[config.mk]
export PLATFORM = sky130hd
export DESIGN_NAME = led_chain_host
export DESIGN_NICKNAME = d
export VERILOG_FILES = /design/src/rtl/lch_pkg.sv /design/src/rtl/lch_phase_timer.sv /design/src/rtl/lch_shift_out.sv /design/src/rtl/lch_seq.sv /design/src/rtl/led_chain_host.sv
export SDC_FILE = /design/constraint.sdc
export NUM_CORES = 1
export LEC_CHECK = 0
export ABC_AREA = 1
export BUFFER_PORTS_ARGS = -buffer_cell sky130_fd_sc_hd__buf_2
export CORE_MARGIN = 1
export CORE_UTILIZATION = 57
export DETAILED_ROUTE_END_ITERATION = 10
export GPL_ROUTABILITY_DRIVEN = 0
export PLACE_DENSITY = 0.82
export SLEW_MARGIN = 20
export SYNTH_ARGS = -nofsm -noshare
export SYNTH_HDL_FRONTEND = slang
export SYNTH_HIERARCHICAL = 1
export SYNTH_SLANG_ARGS = --single-unit
[constraint.sdc]
create_clock -name clk -period 4.45 [get_ports clk]
set_input_delay 0.2225 -clock clk [delete_from_list [all_inputs] [get_ports clk]]
set_output_delay 0.2225 -clock clk [all_outputs]
set_load 0.03 [all_outputs]
[src/rtl/lch_pkg.sv]
package lch_pkg;

  typedef enum logic [2:0] {
    ST_IDLE  = 3'd0,
    ST_LOW   = 3'd1,
    ST_HIGH  = 3'd2,
    ST_GAP   = 3'd3,
    ST_LATCH = 3'd4,
    ST_DONE  = 3'd5
  } lch_state_e;

  // Link timing limits in nanoseconds
  localparam int MIN_HALF_NS        = 18;
  localparam int MIN_PERIOD_NS      = 40;
  localparam int MIN_LATCH_NS       = 20;
  localparam int MIN_LATCH_SETUP_NS = 8;

endpackage

[src/rtl/lch_phase_timer.sv]
module lch_phase_timer #(
  parameter int CNT_W = 2
) (
  input  logic             clk,
  input  logic             rst_n,
  input  logic             load,
  input  logic [CNT_W-1:0] load_val,
  output logic             expired
);

  logic [CNT_W-1:0] cnt_q;

  always_ff @(posedge clk or negedge rst_n) begin
    if (!rst_n) begin
      cnt_q <= '0;
    end else if (load) begin
      cnt_q <= load_val;
    end else if (cnt_q != '0) begin
      cnt_q <= cnt_q - 1'b1;
    end
  end

  assign expired = (cnt_q == '0);

endmodule

[src/rtl/lch_shift_out.sv]
module lch_shift_out #(
  parameter int NB = 9
) (
  input  logic          clk,
  input  logic          rst_n,
  input  logic          load,
  input  logic [NB-1:0] load_data,
  input  logic          advance,
  output logic          bit_o,
  output logic          last_o
);

  localparam int LW = $clog2(NB + 1);

  logic [NB-1:0] word_q;
  logic [LW-1:0] left_q;

  always_ff @(posedge clk or negedge rst_n) begin
    if (!rst_n) begin
      word_q <= '0;
      left_q <= '0;
    end else if (load) begin
      word_q <= load_data;
      left_q <= LW'(NB);
    end else if (advance) begin
      word_q <= {word_q[NB-2:0], 1'b0};
      left_q <= left_q - 1'b1;
    end
  end

  assign bit_o  = word_q[NB-1];
  assign last_o = (left_q == LW'(1));

endmodule

[src/rtl/lch_seq.sv]
module lch_seq
  import lch_pkg::*;
#(
  parameter int HALF_DIV  = 2,
  parameter int LATCH_CYC = 2,
  parameter int CNT_W     = 2
) (
  input  logic             clk,
  input  logic             rst_n,
  input  logic             start,
  input  logic             expired,
  input  logic             last_bit,
  output lch_state_e       state,
  output logic             tmr_load,
  output logic [CNT_W-1:0] tmr_val,
  output logic             sh_load,
  output logic             sh_adv
);

  localparam logic [CNT_W-1:0] HALF_LD  = CNT_W'(HALF_DIV - 1);
  localparam logic [CNT_W-1:0] LATCH_LD = CNT_W'(LATCH_CYC - 1);

  lch_state_e state_q, state_d;

  always_comb begin
    state_d  = state_q;
    tmr_load = 1'b0;
    tmr_val  = '0;
    sh_load  = 1'b0;
    sh_adv   = 1'b0;
    case (state_q)
      ST_IDLE: begin
        if (start) begin
          state_d  = ST_LOW;
          tmr_load = 1'b1;
          tmr_val  = HALF_LD;
          sh_load  = 1'b1;
        end
      end
      ST_LOW: begin
        if (expired) begin
          state_d  = ST_HIGH;
          tmr_load = 1'b1;
          tmr_val  = HALF_LD;
        end
      end
      ST_HIGH: begin
        if (expired) begin
          tmr_load = 1'b1;
          tmr_val  = HALF_LD;
          if (last_bit) begin
            state_d = ST_GAP;
          end else begin
            state_d = ST_LOW;
            sh_adv  = 1'b1;
          end
        end
      end
      ST_GAP: begin
        if (expired) begin
          state_d  = ST_LATCH;
          tmr_load = 1'b1;
          tmr_val  = LATCH_LD;
        end
      end
      ST_LATCH: begin
        if (expired) state_d = ST_DONE;
      end
      ST_DONE: state_d = ST_IDLE;
      default: state_d = ST_IDLE;
    endcase
  end

  always_ff @(posedge clk or negedge rst_n) begin
    if (!rst_n) state_q <= ST_IDLE;
    else        state_q <= state_d;
  end

  assign state = state_q;

endmodule

[src/rtl/led_chain_host.sv]
module led_chain_host
  import lch_pkg::*;
#(
  parameter int N_DEV         = 3,
  parameter int CH_PER_DEV    = 3,
  parameter int SYS_PERIOD_NS = 10,
  parameter int HALF_DIV      = 2,
  parameter int LATCH_CYC     = 2
) (
  input  logic                        clk,
  input  logic                        rst_n,
  input  logic                        in_valid,
  output logic                        in_ready,
  input  logic [N_DEV*CH_PER_DEV-1:0] in_data,
  input  logic                        blank_req,
  output logic                        done,
  output logic                        ser_clk,
  output logic                        ser_data,
  output logic                        ser_latch,
  output logic                        ser_blank
);

  localparam int NB     = N_DEV * CH_PER_DEV;
  localparam int MAXC   = (HALF_DIV > LATCH_CYC) ? HALF_DIV : LATCH_CYC;
  localparam int CNT_W  = (MAXC < 2) ? 1 : $clog2(MAXC);
  localparam int HALF_NS = HALF_DIV * SYS_PERIOD_NS;

  // Elaboration-time timing guard against the link limits
  if (HALF_DIV < 1 || LATCH_CYC < 1 || NB < 2) begin : g_bad_shape
    $error("led_chain_host: HALF_DIV, LATCH_CYC must be >= 1 and chain at least 2 bits");
  end
  if (HALF_NS < MIN_HALF_NS || 2 * HALF_NS < MIN_PERIOD_NS) begin : g_bad_div
    $error("led_chain_host: serial clock half period too short");
  end
  if (LATCH_CYC * SYS_PERIOD_NS < MIN_LATCH_NS || HALF_NS < MIN_LATCH_SETUP_NS) begin : g_bad_latch
    $error("led_chain_host: latch strobe width or setup too short");
  end

  lch_state_e       state;
  logic             tmr_load, tmr_exp;
  logic [CNT_W-1:0] tmr_val;
  logic             sh_load, sh_adv, sh_bit, sh_last;
  logic             blank_q;

  lch_seq #(
    .HALF_DIV (HALF_DIV),
    .LATCH_CYC(LATCH_CYC),
    .CNT_W    (CNT_W)
  ) u_seq (
    .clk     (clk),
    .rst_n   (rst_n),
    .start   (in_valid),
    .expired (tmr_exp),
    .last_bit(sh_last),
    .state   (state),
    .tmr_load(tmr_load),
    .tmr_val (tmr_val),
    .sh_load (sh_load),
    .sh_adv  (sh_adv)
  );

  lch_phase_timer #(
    .CNT_W(CNT_W)
  ) u_timer (
    .clk     (clk),
    .rst_n   (rst_n),
    .load    (tmr_load),
    .load_val(tmr_val),
    .expired (tmr_exp)
  );

  lch_shift_out #(
    .NB(NB)
  ) u_shift (
    .clk      (clk),
    .rst_n    (rst_n),
    .load     (sh_load),
    .load_data(in_data),
    .advance  (sh_adv),
    .bit_o    (sh_bit),
    .last_o   (sh_last)
  );

  always_ff @(posedge clk or negedge rst_n) begin
    if (!rst_n) blank_q <= 1'b1;
    else        blank_q <= blank_req;
  end

  assign in_ready  = (state == ST_IDLE);
  assign ser_clk   = (state == ST_HIGH);
  assign ser_data  = ((state == ST_LOW) || (state == ST_HIGH)) && sh_bit;
  assign ser_latch = (state == ST_LATCH);
  assign done      = (state == ST_DONE);
  assign ser_blank = blank_q;

endmodule

==> metrics.md <==
| Metric | Value |
|---|---|
| Sequential fraction of the synthesis area | `0.460` |
| FF-to-FF setup slack | `2670 ps` |
| Die X | `43.5 µm` |
| Final worst slack | `2670 ps` |
| Final Cycle Share | `0.400` |
| Placement Setup Slack | `2690 ps` |
| Worst Hold Path EP | `ser_blank$_DFF_PN1_` |
| Fillers | `125` |
| CP Buf/Inv Count | `3` |
| CTS HTree Levels | `1` |
| Cells after Synth | `122` |
| Cells after DPL | `154` |
| Max-cap violations | `0` |
| Port Buf Inserts | `18` |
| Setup CP Type | `flop to flop` |
| Reg-to-reg critical path endpoint | `u_shift/word_q[8]$_DFFE_PN0P_` |
| CTS tree | `done` |
| GRT Total Usage | `0.221` |
| Postcts setup bufs | `0` |
| Antenna Nets Post-Route | `0` |
| Vias after detailed routing | `811` |
| CTS Root Cell | `clkbuf_4` |
| CP Cell Sequence | `inv_1 -> ha_1 -> nand2_1 -> nor2_1 -> nor3_1 -> inv_2 -> nand2_4 -> inv_4 -> nand2_1 -> nand3_1` |
| Dpl hpwl | `1310 µm` |
| Number of detailed-route iterations in the first pass | `7` |
| Combinational share of power | `0.478` |
| Most used cell, CP | `nand2_1` |
| Hold path cells | `1` |
| Fmax | `562 MHz` |
| CP arrival | `1960 ps` |
| Cell Area, Synth | `982 µm²` |
| DR iter-0 viols | `13` |
| Sequential share of power | `0.391` |
| Core region area | `0.00156 mm²` |
| RSZ-0062 raised after global routing | `no` |
| Reg clk slew, reported paths | `110 ps` |
| Bufs on Longest Clock Path | `2` |
| Die area | `0.00189 mm²` |
| CP top delay family | `simple AND/OR/NAND/NOR gates` |
| Starting Density | `0.630` |
| Initial antenna violation count | `0` |
| Startpoint types | `flop` |
| Sw frac | `0.463` |
| Largest net degree at the start of global routing | `19` |
| Slew Limit Fails | `0` |
| Final setup viols | `0` |
| P&R area growth vs syn | `14.0%` |
| Crit end category | `flop` |
| VDD IR max | `0.346 mV` |
| Worst hold slack | `15.1 ps` |
| Vias in the first global route | `787` |
| Setup Skew | `9.06 ps` |
| Final Hold Viols | `0` |
| Inserted Diodes | `0` |
| Synthesis-stage register bit count | `18` |
| Internal | `408 µW` |
| Sw power | `352 µW` |
| Hold Crit Class | `primary input to flop` |
| Count of distinct cell types in the synthesized netlist | `27` |
| Die Height | `43.5 µm` |
| WL final | `1720 µm` |
| Syn_area_per_cell | `8.05 µm²` |
| DRC Markers | `2` |
| Design Power | `761 µW` |
| Clock power frac | `0.130` |
| IO Pins | `19` |
| Slew HR | `0.573` |
| Final net count | `159` |
| Slew @ Worst Pin | `636 ps` |
| Worst skew pair latency | `290 ps` |
| Avg WL per Cell | `10.8 µm` |
| TritonCTS Buffers | `3` |
| Reg2Reg Depth | `10` |
| Peak fanout along the critical path | `8` |
| Post-route setup TNS | `0 ps` |
| Global-route wire length before repair | `3160 µm` |
| Synth Net Count | `137` |
| R2r startpoint | `u_shift/left_q[1]$_DFFE_PN0P_` |
| Cell Rows | `14` |
| Gr ovfl total | `0` |
| Layout cells sized above 1 | `0.280` |
| Tmin final | `1780 ps` |
| Worst path max stage delay | `540 ps` |
| Failing checks | `DRC` |
| Leakage power | `0.000605 µW` |
| YS warnings | `6` |
| Critical Path Slowest Stage Cell | `nor3_1` |
| Outcome | `complete, but fails checks` |
| Layout Cells excl Fill | `159` |
| Number of vias per cell | `5.10` |
| Req. time, crit path | `4630 ps` |
| TritonCTS Sinks | `18` |
| Min-delay src | `blank_req` |
| Cell Pwr Density | `679 mW/mm²` |
cells by family after synthesis:
group           count (synthesis)  share of synthesized area
compound gates                 12                     0.0815
buf+inv                        21                      0.102
flops                          18                      0.460
fa+ha+maj                       2                     0.0255
simple gates                   69                      0.331
cells in the final DEF, fill, tap and decap left out, types with 3 or more instances in the layout:
master / count
nand2_1: 35
clkbuf_4: 3
nand3_2: 3
inv_1: 14
nor2_1: 9
buf_2: 18
dfrtp_1: 17
nor3_1: 4
nand2_2: 3
nand3_1: 10
a21oi_1: 3
what timing repair did:
action | CTS | global route
resized for setup | 0 | 0
endpoints found under the hold margin | 17 | 0
hold buffers | 1 | 0
setup endpoints to repair | 0 | 0
sequential cells by signal, indices dropped and copies added, names as in the netlist:
name and flops:
ser_blank 1, u_shift/word_q 9, u_shift/left_q 4, u_timer/cnt_q 1
u_seq/state 3
through the flow:
step	utilization	area, µm²
after floorplan	-	982
after global placement	0.689	1070
after detailed placement	0.689	1070
after CTS	0.718	1120
after global routing	0.718	1120
final	0.718	1120
per-layer routing:
layer | up-vias | share of wire | wire length (µm) | GRT usage
li1 | 431 | - | - | -
met1 | 359 | 0.47 | 817 | 0.297
met2 | 19 | 0.48 | 830 | 0.385
met3 | 2 | 0.037 | 64 | 0.0250
met4 | 0 | 0.0052 | 9 | 0.0500
met5 | - | 0 | 0 | 0
synthesized netlist by cell type:
cell	number	share of area
inv_1	14	0.054
buf_6	1	0.011
nor3_1	4	0.020
nand3_1	10	0.051
inv_4	2	0.013
nand3_2	3	0.031
buf_4	1	0.0076
ha_1	2	0.025
o31ai_1	1	0.0076
a21oi_2	1	0.0089
o21ai_1	1	0.0051
nand4_1	2	0.013
inv_6	1	0.0089
o211ai_2	1	0.013
o22ai_1	1	0.0064
nor2_1	9	0.034
dfrtp_1	17	0.43
nand2_4	2	0.023
nand2_1	35	0.13
a31oi_1	1	0.0064
a21oi_1	3	0.015
inv_2	2	0.0076
o21ai_0	2	0.010
o21ai_2	1	0.0089
dfstp_2	1	0.027
nor2_2	1	0.0064
nand2_2	3	0.019
how the worst max path moves through the flow:
stage,endpoint,cells past startpoint,from
after floorplan,u_shift/word_q[1]$_DFFE_PN0P_,10,u_shift/left_q[1]$_DFFE_PN0P_
after global placement,u_shift/word_q[1]$_DFFE_PN0P_,10,u_shift/left_q[1]$_DFFE_PN0P_
after detailed placement,u_shift/word_q[1]$_DFFE_PN0P_,10,u_shift/left_q[1]$_DFFE_PN0P_
after CTS,u_shift/word_q[6]$_DFFE_PN0P_,10,u_shift/left_q[1]$_DFFE_PN0P_
after global routing,u_shift/word_q[1]$_DFFE_PN0P_,8,u_seq/state[0]$_DFFE_PN0P_
final,u_shift/word_q[8]$_DFFE_PN0P_,10,u_shift/left_q[1]$_DFFE_PN0P_
worst reg2reg max path: cells and delay by family, from the launching register on:
family,cells,cell delay [ps]
simple gates,6,900
flops,1,360
buf+inv,3,220
fa+ha+maj,1,170
power groups by stage:
stage | registers [µW] | logic [µW] | clock network, µW
2_1_floorplan | 287 | 312 | 0
3_3_place_gp | 297 | 354 | 0
3_5_place_dp | 300 | 367 | 0
4_1_cts | 298 | 367 | 103
5_1_grt | 308 | 419 | 107
6_report | 298 | 364 | 99.2
final cells by class:
class / instances / area (µm²) / share of cell area
flip-flops and latches: 18 / 452 / 0.403
multi-input cells: 83 / 430 / 0.384
inverters: 19 / 81.3 / 0.0726
well taps: 16 / 20.0 / 0.0179
clock buffers: 4 / 36.3 / 0.0324
repair buffers: 19 / 100 / 0.0894
(Power assumes the default switching activity.)
